<file path="src/rtl/l2sc_pkg.sv">
// Package: shared codes for the snooping L2 response controller.
// Assumes nothing beyond 3-bit kind and action fields.
package l2sc_pkg;
    typedef enum logic [2:0] {
        K_READ = 3'd0, K_WRITE = 3'd1, K_FLUSH = 3'd2, K_CLEAN = 3'd3,
        K_KILL = 3'd4, K_SNRD = 3'd5, K_SNWR = 3'd6, K_IDLE = 3'd7
    } kind_e;

    typedef enum logic [2:0] {
        A_NONE = 3'd0, A_CLAIM = 3'd1, A_FILL = 3'd2, A_UPDATE = 3'd3,
        A_INVAL = 3'd4, A_WBACK = 3'd5, A_CANCEL = 3'd6, A_COBSRV = 3'd7
    } act_e;

    // Effect on the addressed tag/data entry.
    typedef enum logic [2:0] {
        T_KEEP, T_WRD, T_WRC, T_CLRD, T_INVAL, T_FILL
    } tagop_e;
endpackage

</file>
<file path="src/rtl/l2sc_tags.sv">
// Direct-mapped tag and line store. One combinational lookup port and one
// synchronous write port. Assumes at most one write per cycle; valid and
// dirty bits are cleared by reset, tag and data are not.
module l2sc_tags #(
    parameter int IDX_W  = 4,
    parameter int TAG_W  = 4,
    parameter int LINE_W = 64
) (
    input  logic              clk,
    input  logic              rst_n,
    input  logic [IDX_W-1:0]  rd_idx,
    output logic              rd_valid,
    output logic              rd_dirty,
    output logic [TAG_W-1:0]  rd_tag,
    output logic [LINE_W-1:0] rd_data,
    input  logic              we,
    input  logic [IDX_W-1:0]  wr_idx,
    input  logic              wr_valid,
    input  logic              wr_dirty,
    input  logic [TAG_W-1:0]  wr_tag,
    input  logic [LINE_W-1:0] wr_data
);
    localparam int SETS = 1 << IDX_W;

    logic [SETS-1:0]   v_q;
    logic [SETS-1:0]   d_q;
    logic [TAG_W-1:0]  t_q   [SETS];
    logic [LINE_W-1:0] dat_q [SETS];

    // State bits: reset to invalid/clean, written on we.
    always_ff @(posedge clk) begin
        if (!rst_n) begin
            v_q <= '0;
            d_q <= '0;
        end else if (we) begin
            v_q[wr_idx] <= wr_valid;
            d_q[wr_idx] <= wr_dirty;
        end
    end

    // Tag and line payload: plain storage, no reset.
    always_ff @(posedge clk) begin
        if (we) begin
            t_q[wr_idx]   <= wr_tag;
            dat_q[wr_idx] <= wr_data;
        end
    end

    // Lookup port.
    always_comb begin
        rd_valid = v_q[rd_idx];
        rd_dirty = d_q[rd_idx];
        rd_tag   = t_q[rd_idx];
        rd_data  = dat_q[rd_idx];
    end
endmodule

</file>
<file path="src/rtl/l2sc_cob.sv">
// One-entry cast-out buffer draining over a valid/ready write port.
// Assumes load and kill are never raised together. Drain can be blocked
// while an entry it holds may still be undone by a retry.
module l2sc_cob #(
    parameter int ADDR_W = 8,
    parameter int LINE_W = 64
) (
    input  logic              clk,
    input  logic              rst_n,
    input  logic              load,
    input  logic [ADDR_W-1:0] ld_addr,
    input  logic [LINE_W-1:0] ld_data,
    input  logic              kill,
    input  logic              block,
    output logic              cob_valid,
    output logic [ADDR_W-1:0] cob_addr,
    output logic [LINE_W-1:0] cob_data,
    output logic              wb_valid,
    input  logic              wb_ready
);
    // Entry state: kill, then load, then drain.
    always_ff @(posedge clk) begin
        if (!rst_n) begin
            cob_valid <= 1'b0;
        end else if (kill) begin
            cob_valid <= 1'b0;
        end else if (load) begin
            cob_valid <= 1'b1;
        end else if (wb_valid && wb_ready) begin
            cob_valid <= 1'b0;
        end
    end

    // Payload capture on load.
    always_ff @(posedge clk) begin
        if (load) begin
            cob_addr <= ld_addr;
            cob_data <= ld_data;
        end
    end

    // Offer to memory unless a pending retry could still cancel the entry.
    assign wb_valid = cob_valid && !block;


    cob_load_chk: assert property (@(posedge clk) disable iff (!rst_n)
        load && !kill |=> cob_valid && cob_addr == $past(ld_addr));

    wb_hold_chk: assert property (@(posedge clk) disable iff (!rst_n)
        wb_valid && !wb_ready && !load && !kill |=> wb_valid && $stable(cob_addr));
endmodule

</file>
<file path="src/rtl/l2sc_decide.sv">
// Response decision: pure combinational map from transaction attributes,
// lookup result, cast-out buffer state and snoop history to an action and
// the side effects on the tag entry and the cast-out buffer.
module l2sc_decide
    import l2sc_pkg::*;
(
    input  kind_e  kind,
    input  logic   burst,
    input  logic   inh,
    input  logic   wt,
    input  logic   hit,
    input  logic   ent_valid,
    input  logic   ent_dirty,
    input  logic   cob_v,
    input  logic   cob_hit,
    input  logic   snp_v,
    input  logic   snp_wr,
    input  logic   snp_hit,
    output act_e   act,
    output tagop_e tagop,
    output logic   cob_load,
    output logic   cob_kill,
    output logic   fill_dirty
);
    logic hd, vic_dirty, is_wr;

    // Select one action per transaction.
    always_comb begin
        act = A_NONE; tagop = T_KEEP;
        cob_load = 1'b0; cob_kill = 1'b0; fill_dirty = 1'b0;
        hd        = hit && ent_dirty;
        vic_dirty = !hit && ent_valid && ent_dirty;
        is_wr     = (kind == K_WRITE);
        case (kind)
            K_READ, K_WRITE: begin
                if (inh) begin
                    if (hit && !hd) begin act = A_INVAL; tagop = T_INVAL; end
                    else if (hd) begin
                        if (cob_v) act = A_CANCEL;
                        else begin act = A_WBACK; tagop = T_INVAL; cob_load = 1'b1; end
                    end
                end else if (is_wr && wt) begin
                    if (hit) begin act = A_UPDATE; tagop = T_WRC; end
                end else if (is_wr && burst && snp_v && snp_wr && snp_hit) begin
                    if (hit) begin act = A_INVAL; tagop = T_INVAL; end
                end else if (is_wr && burst && snp_v && snp_wr && !hit) begin
                    act = A_NONE;
                end else if (is_wr && burst && snp_v && !snp_wr && snp_hit && hit) begin
                    act = A_UPDATE; tagop = T_WRC;
                end else if (hit) begin
                    act = A_CLAIM; tagop = is_wr ? T_WRD : T_KEEP;
                end else if (burst && !is_wr && cob_hit) begin
                    act = A_COBSRV;
                end else if (burst) begin
                    if (vic_dirty && cob_v && !(is_wr && cob_hit)) act = A_CANCEL;
                    else begin
                        act = A_FILL; tagop = T_FILL; fill_dirty = is_wr;
                        cob_load = vic_dirty;
                        cob_kill = is_wr && cob_hit && !vic_dirty;
                    end
                end
            end
            K_FLUSH, K_CLEAN: begin
                if (hd) begin
                    if (cob_v) act = A_CANCEL;
                    else begin
                        act = A_WBACK; cob_load = 1'b1;
                        tagop = (kind == K_FLUSH) ? T_INVAL : T_CLRD;
                    end
                end else if (hit && kind == K_FLUSH) begin
                    act = A_INVAL; tagop = T_INVAL;
                end
            end
            K_KILL: if (hit) begin act = A_INVAL; tagop = T_INVAL; end
            default: act = A_NONE;
        endcase
    end
endmodule

</file>
<file path="src/rtl/l2_snoop_ctrl.sv">
// Top of the snooping L2 response controller. Looks up the tag store,
// asks the decision block for an action, applies the entry update, keeps
// the snoop history and the one-cycle fill rollback window, and registers
// the bus response. Assumes an idle cycle between transactions.
module l2_snoop_ctrl
    import l2sc_pkg::*;
#(
    parameter int ADDR_W = 8,
    parameter int SETS   = 16,
    parameter int BEATS  = 4,
    parameter int BEAT_W = 16
) (
    input  logic                    clk,
    input  logic                    rst_n,
    input  logic                    txn_valid,
    input  logic [2:0]              txn_kind,
    input  logic [ADDR_W-1:0]       txn_addr,
    input  logic                    txn_burst,
    input  logic                    txn_inhibit,
    input  logic                    txn_wthru,
    input  logic [BEATS*BEAT_W-1:0] txn_wdata,
    input  logic [BEATS*BEAT_W-1:0] fill_data,
    input  logic                    artry_in,
    output logic                    resp_claim,
    output logic                    resp_aack,
    output logic                    resp_ta,
    output logic                    resp_retry,
    output logic                    resp_busreq,
    output logic [2:0]              resp_act,
    output logic [BEATS*BEAT_W-1:0] resp_rdata,
    output logic                    wb_valid,
    input  logic                    wb_ready,
    output logic [ADDR_W-1:0]       wb_addr,
    output logic [BEATS*BEAT_W-1:0] wb_data
);
    localparam int LINE_W = BEATS * BEAT_W;
    localparam int IDX_W  = $clog2(SETS);
    localparam int TAG_W  = ADDR_W - IDX_W;

    kind_e             kind;
    logic [IDX_W-1:0]  idx;
    logic [TAG_W-1:0]  tag;
    logic              rd_valid, rd_dirty, hit, cob_hit;
    logic [TAG_W-1:0]  rd_tag;
    logic [LINE_W-1:0] rd_data;
    logic              cob_valid;
    logic [ADDR_W-1:0] cob_addr;
    logic [LINE_W-1:0] cob_data;
    act_e              act;
    tagop_e            tagop;
    logic              d_load, d_kill, fill_dirty;
    logic              snp_v, snp_wr, snp_hit;
    logic              pend_q, loaded_q, rd_claim_q, ta_q;
    logic [IDX_W-1:0]  sv_idx;
    logic              sv_valid, sv_dirty;
    logic [TAG_W-1:0]  sv_tag;
    logic [LINE_W-1:0] sv_data;
    logic              rollback, we, wr_valid, wr_dirty;
    logic [IDX_W-1:0]  wr_idx;
    logic [TAG_W-1:0]  wr_tag;
    logic [LINE_W-1:0] wr_data, rdata_d;

    assign kind     = kind_e'(txn_kind);
    assign idx      = txn_addr[IDX_W-1:0];
    assign tag      = txn_addr[ADDR_W-1:IDX_W];
    assign hit      = rd_valid && (rd_tag == tag);
    assign cob_hit  = cob_valid && (cob_addr == txn_addr);
    assign rollback = pend_q && artry_in;

    l2sc_tags #(.IDX_W(IDX_W), .TAG_W(TAG_W), .LINE_W(LINE_W)) u_tags (
        .clk(clk), .rst_n(rst_n), .rd_idx(idx), .rd_valid(rd_valid),
        .rd_dirty(rd_dirty), .rd_tag(rd_tag), .rd_data(rd_data),
        .we(we), .wr_idx(wr_idx), .wr_valid(wr_valid), .wr_dirty(wr_dirty),
        .wr_tag(wr_tag), .wr_data(wr_data)
    );

    l2sc_decide u_decide (
        .kind(kind), .burst(txn_burst), .inh(txn_inhibit), .wt(txn_wthru),
        .hit(hit), .ent_valid(rd_valid), .ent_dirty(rd_dirty),
        .cob_v(cob_valid), .cob_hit(cob_hit), .snp_v(snp_v), .snp_wr(snp_wr),
        .snp_hit(snp_hit), .act(act), .tagop(tagop), .cob_load(d_load),
        .cob_kill(d_kill), .fill_dirty(fill_dirty)
    );

    l2sc_cob #(.ADDR_W(ADDR_W), .LINE_W(LINE_W)) u_cob (
        .clk(clk), .rst_n(rst_n), .load(txn_valid && d_load),
        .ld_addr({rd_tag, idx}), .ld_data(rd_data),
        .kill((txn_valid && d_kill) || (rollback && loaded_q)),
        .block(pend_q && loaded_q), .cob_valid(cob_valid),
        .cob_addr(cob_addr), .cob_data(cob_data), .wb_valid(wb_valid),
        .wb_ready(wb_ready)
    );
    assign wb_addr = cob_addr;
    assign wb_data = cob_data;

    // Entry write: rollback restores the saved victim, else apply tag op.
    always_comb begin
        we = 1'b0; wr_idx = idx; wr_valid = rd_valid; wr_dirty = rd_dirty;
        wr_tag = rd_tag; wr_data = rd_data;
        if (rollback) begin
            we = 1'b1; wr_idx = sv_idx; wr_valid = sv_valid;
            wr_dirty = sv_dirty; wr_tag = sv_tag; wr_data = sv_data;
        end else if (txn_valid) begin
            we = (tagop != T_KEEP);
            case (tagop)
                T_WRD:   begin wr_valid = 1'b1; wr_dirty = 1'b1; wr_data = txn_wdata; end
                T_WRC:   begin wr_valid = 1'b1; wr_dirty = 1'b0; wr_data = txn_wdata; end
                T_CLRD:  wr_dirty = 1'b0;
                T_INVAL: begin wr_valid = 1'b0; wr_dirty = 1'b0; end
                T_FILL:  begin
                    wr_valid = 1'b1; wr_dirty = fill_dirty; wr_tag = tag;
                    wr_data  = fill_dirty ? txn_wdata : fill_data;
                end
                default: we = 1'b0;
            endcase
        end
    end

    // Read data source for the response.
    always_comb begin
        rdata_d = '0;
        if (kind == K_READ) begin
            if (act == A_CLAIM)       rdata_d = rd_data;
            else if (act == A_COBSRV) rdata_d = cob_data;
            else if (act == A_FILL)   rdata_d = fill_data;
        end
    end

    // Snoop history: set by a snoop, forgotten after a processor transaction.
    always_ff @(posedge clk) begin
        if (!rst_n) begin
            snp_v <= 1'b0; snp_wr <= 1'b0; snp_hit <= 1'b0;
        end else if (txn_valid && (kind == K_SNRD || kind == K_SNWR)) begin
            snp_v <= 1'b1; snp_wr <= (kind == K_SNWR); snp_hit <= hit;
        end else if (txn_valid && kind != K_IDLE) begin
            snp_v <= 1'b0;
        end
    end

    // Rollback window: one cycle after a fill, with the victim saved.
    always_ff @(posedge clk) begin
        if (!rst_n) begin
            pend_q <= 1'b0; loaded_q <= 1'b0;
        end else begin
            pend_q   <= txn_valid && (act == A_FILL);
            loaded_q <= txn_valid && (act == A_FILL) && d_load;
        end
    end

    // Victim snapshot captured with each transaction.
    always_ff @(posedge clk) begin
        if (txn_valid) begin
            sv_idx <= idx; sv_valid <= rd_valid; sv_dirty <= rd_dirty;
            sv_tag <= rd_tag; sv_data <= rd_data;
        end
    end

    // Registered bus response, one cycle after the transaction.
    always_ff @(posedge clk) begin
        if (!rst_n || !txn_valid) begin
            resp_claim <= 1'b0; resp_aack <= 1'b0; ta_q <= 1'b0;
            resp_retry <= 1'b0; resp_busreq <= 1'b0; resp_act <= A_NONE;
            resp_rdata <= '0; rd_claim_q <= 1'b0;
        end else begin
            resp_claim  <= act inside {A_CLAIM, A_UPDATE, A_COBSRV};
            resp_aack   <= act inside {A_CLAIM, A_UPDATE, A_COBSRV, A_FILL};
            ta_q        <= act inside {A_CLAIM, A_UPDATE, A_COBSRV, A_FILL};
            resp_retry  <= act inside {A_WBACK, A_CANCEL};
            resp_busreq <= (act == A_WBACK);
            resp_act    <= act;
            resp_rdata  <= rdata_d;
            rd_claim_q  <= (act == A_CLAIM) && (kind == K_READ);
        end
    end

    // Transfer acknowledge, withdrawn by a retry on a read hit.
    assign resp_ta = ta_q && !(rd_claim_q && artry_in);


    ta_aack_chk: assert property (@(posedge clk) disable iff (!rst_n)
        resp_ta |-> resp_aack);

    cancel_chk: assert property (@(posedge clk) disable iff (!rst_n)
        resp_act == A_CANCEL |-> resp_retry && !resp_busreq && !resp_aack);

    fill_resp_chk: assert property (@(posedge clk) disable iff (!rst_n)
        resp_act == A_FILL |-> resp_aack && !resp_claim && !resp_retry);

    rollback_cob_chk: assert property (@(posedge clk) disable iff (!rst_n)
        pend_q && artry_in && loaded_q |=> !cob_valid);

    busreq_retry_chk: assert property (@(posedge clk) disable iff (!rst_n)
        resp_busreq |-> resp_retry && !resp_claim);

    snoop_forget_chk: assert property (@(posedge clk) disable iff (!rst_n)
        txn_valid && txn_kind <= 3'd4 |=> !snp_v);
endmodule

</file>
<file path="config.mk">
export PLATFORM = sky130hd
export DESIGN_NAME = l2_snoop_ctrl
export DESIGN_NICKNAME = d
export VERILOG_FILES = /design/src/rtl/l2sc_pkg.sv /design/src/rtl/l2sc_tags.sv /design/src/rtl/l2sc_cob.sv /design/src/rtl/l2sc_decide.sv /design/src/rtl/l2_snoop_ctrl.sv
export SDC_FILE = /design/constraint.sdc
export NUM_CORES = 1
export LEC_CHECK = 0
export BUFFER_PORTS_ARGS = -buffer_cell sky130_fd_sc_hd__buf_4
export CAP_MARGIN = 20
export CORE_ASPECT_RATIO = 2
export CORE_MARGIN = 2
export CORE_UTILIZATION = 46
export CTS_CLUSTER_DIAMETER = 30
export DETAILED_ROUTE_END_ITERATION = 16
export PLACE_DENSITY = 0.73
export SLEW_MARGIN = 5
export SYNTH_ARGS = -nofsm -noshare
export SYNTH_HDL_FRONTEND = slang
export SYNTH_HIERARCHICAL = 1
export SYNTH_SLANG_ARGS = --single-unit
</file>
<file path="constraint.sdc">
create_clock -name clk -period 8.2 [get_ports clk]
set_clock_uncertainty 0.15 [all_clocks]
set_input_delay 0.41 -clock clk [delete_from_list [all_inputs] [get_ports clk]]
set_output_delay 0.41 -clock clk [all_outputs]
set_load 0.005 [all_outputs]
</file>
==> flow_metrics.env <==
export IMPL_met3_usage_pct=4.45
export IMPL_use_met2_pct=39.4
export IMPL_ys_seq_area_share_pct=74.7
export IMPL_busiest_layer="met2"
export IMPL_final_core_util_pct=54.9
export IMPL_syn_to_final_growth_pct=18.5
export IMPL_wl_mm=136
export IMPL_vias_per_cell=6.16
export IMPL_boundaryPins=292
export IMPL_cts_path_max_buffers=3
export IMPL_port_buffers=291
export IMPL_clkTransAtPathRegs_ns=0.07
export IMPL_cp_required_ns=8.44
export IMPL_ant_nets=0
export IMPL_grt_max_degree=108
export IMPL_grt_ovfl_total=0
export IMPL_numCtsBuffers=154
export IMPL_clock_latency_ns=0.77
export IMPL_ys_warn_count=6
export IMPL_std_cell_rows=175
export IMPL_synth_ff_type="edfxtp_1"
export IMPL_synth_most_common_cell="edfxtp_1"
export IMPL_arrival_ns=6.75
export IMPL_grtUsageMet1_pct=30.4
export IMPL_end_kind="register"
export IMPL_period_share_pct=79.4
export IMPL_cts_resized=0
export IMPL_synth_edf_count=1234
export IMPL_coreArea_sq_mm=0.113
export IMPL_place_congestion=0.888
export IMPL_dr_first_iter_drc_count=3670
export IMPL_start_util_pct=46.3
export IMPL_nNetsFinal=3263
export IMPL_slew_limit_headroom_pct=29.6
export IMPL_grt_usage_pct=23.2
export IMPL_hp_class="primary input to register"
export IMPL_fillers=8525
export IMPL_die_height_um=482
export IMPL_tightest_slew_ns=1.06
export IMPL_placed_cell_area_sq_mm=0.0564
export IMPL_synth_top_cell_area_share_pct=70.5
export IMPL_cts_max_level=4
export IMPL_pre_cts_ws_ns=1.49
export IMPL_postLayoutCellArea_sq_mm=0.0622
export IMPL_wl_per_cell_um=28.7
export IMPL_final_min_clock_period_ns=6.51
export IMPL_ir_drop_v=0.000253
export IMPL_crit_fanout=40
export IMPL_synth_fp_nets=2869
export IMPL_setup_viol=0
export IMPL_ys_async_sr_fraction_pct=0
export IMPL_synth_cell_type_count=64
export IMPL_fmax_mhz=154
export IMPL_synth_avg_cell_area_sq_um=19.3
export IMPL_firstDrtPassIters=6
export IMPL_drive_above_1_share_pct=30.4
export IMPL_post_cts_buffers=0
export IMPL_synth_top_cell_by_area="edfxtp_1"
export IMPL_synth_seq_cells=1344
export IMPL_postSynthCellCount=2722
export IMPL_vias=29300
export IMPL_synthTopCellsByCount="1234 x edfxtp_1, 280 x mux4_2, 140 x a22oi_1, 110 x dfxtp_1, 108 x o21ai_0"
export IMPL_antenna_found_initial=3
export IMPL_slew_viol_final=0
export IMPL_grt_pass1_vias=30400
export IMPL_cts_tree="done"
export IMPL_cts_sinks=1344
export IMPL_timing_final_ws_setup_ns=1.69
export IMPL_hold_viol=0
export IMPL_cap_violations=0
export IMPL_power_mw=15.3
export IMPL_start_kind="primary input"
export IMPL_dieArea_sq_mm=0.117
export IMPL_die_x_um=243
export IMPL_drc=0
export IMPL_setup_tns_ns=0
export IMPL_rsz0062_at_grt="no"
export IMPL_powerDensity_mw_per_mm2=246
export IMPL_outcome="completed"
export IMPL_worstSetupPathType="primary input to register"
export IMPL_power_leakage_nw=20.6
export IMPL_hpwlAfterDp_mm=75.2
export IMPL_synth_cell_area_sq_mm=0.0525
export IMPL_grt_pass1_wl_mm=200
export IMPL_cts_root_buf="clkbuf_16"
export IMPL_netlist_top_cells_area="edfxtp_1 71%, mux4_2 12%, dfxtp_1 4.2%, a22oi_1 2.0%, a22o_1 1.1%"
## sequential cells by signal, summed over array words and instances (netlist names), 3 cells and up
register,flops
resp_act,3
resp_rdata,64
sv_data,64
sv_idx,4
sv_tag,4
u_cob/cob_addr,8
u_cob/cob_data,64
u_tags/d_q,16
u_tags/dat_q,1024
u_tags/t_q,64
u_tags/v_q,16
## layout by cell type, fill, tap and decap left out, types with 7 or more instances in the layout
cell	instances
a221o_2	40
clkinv_8	8
nor2_1	85
clkinv_4	11
dlygate4sd3_1	73
a22oi_1	140
clkbuf_16	158
nor2_4	17
mux4_2	280
inv_8	11
clkinvlp_4	15
nand3_1	36
clkinv_2	23
edfxtp_1	1234
bufinv_16	8
nand2_1	101
a221o_1	24
clkbuf_1	12
o21ai_0	108
buf_12	11
nand2b_1	7
a21oi_1	76
clkinv_1	9
a21boi_0	35
xor2_1	10
a22o_1	65
dfxtp_1	110
inv_6	25
a2bb2oi_1	64
buf_4	345
## power breakdown
part	leakage, nW	internal, mW	switching, mW	total, mW
clock network	2.48	3.89	2.91	6.80
logic	5.96	0.298	0.525	0.823
registers	12.1	7.65	0.0158	7.67
total	20.6	11.8	3.45	15.3
## metrics by stage
step           std cells  hold WS [ns]
2_1_floorplan       2722         0.304
3_3_place_gp        4390         0.314
3_5_place_dp        4391         0.323
4_1_cts             4748       0.00260
5_1_grt             4749        0.0337
6_report            4750        0.0507
## worst max-delay path: stages
cell,delay [ns]
dlygate4sd3_1,0.53
buf_4,0.19
nor2_4,0.56
buf_4,0.50
buf_4,0.41
a22oi_1,0.15
nand2_1,0.28
nand4b_1,0.18
mux2i_1,0.30
nor3_1,0.12
or3_1,0.53
nand2_1,0.12
nand2_1,0.08
o21ai_0,0.72
nand3_1,0.68
nor2_4,0.28
buf_4,0.64
## routing by layer
metal	up-vias	share of wire (%)
li1	12100	-
met1	15100	37
met2	1780	50
met3	249	9.8
met4	2	2.6
met5	-	0.0095
## worst paths after layout
kind,from,endpoint,slack (ns),cells after the start
worst min register to register,u_tags/d_q[10]$_SDFFE_PN0P_,u_tags/d_q[10]$_SDFFE_PN0P_,0.33,2
worst max register to register,u_tags/t_q[9][3]$_DFFE_PP_,u_tags/dat_q[14][15]$_DFFE_PP_,1.90,16
worst min-delay path,txn_wdata[51],u_tags/dat_q[3][51]$_DFFE_PP_,0.05,2
worst max-delay path,txn_addr[2],u_tags/dat_q[14][15]$_DFFE_PP_,1.69,17
## logic make-up (layout without fill, tap and decap cells)
family	Yosys count	count (layout)	share of synthesized area, %
AO/OA/AOI/OAI	572	572	8.05
XOR/XNOR	14	14	0.233
buffers and inverters	198	720	2.09
flip-flops	1344	1344	74.7
multiplexers	286	286	12.1
other	0	2	0
AND/OR/NAND/NOR	308	308	2.80
## cell type report
class / instances / area, sq um / share of cell area [%]
Tap cell: 1504 / 1880 / 3.02
Clock buffer: 172 / 4030 / 6.47
Inverter: 4 / 15.0 / 0.0241
Timing Repair Buffer: 432 / 3580 / 5.75
Clock inverter: 112 / 1080 / 1.74
Sequential cell: 1344 / 39300 / 63.1
Antenna cell: 2 / 5.00 / 0.00804
Multi-Input combinational cell: 1180 / 12400 / 19.9
## repair_timing
| action | in CTS | in global routing |
|---|---|---|
| hold buffers | 73 | 0 |
| endpoints found under the hold margin | 106 | 0 |
| setup endpoints to repair | 0 | 0 |
Power figures use the tool's default switching activity.
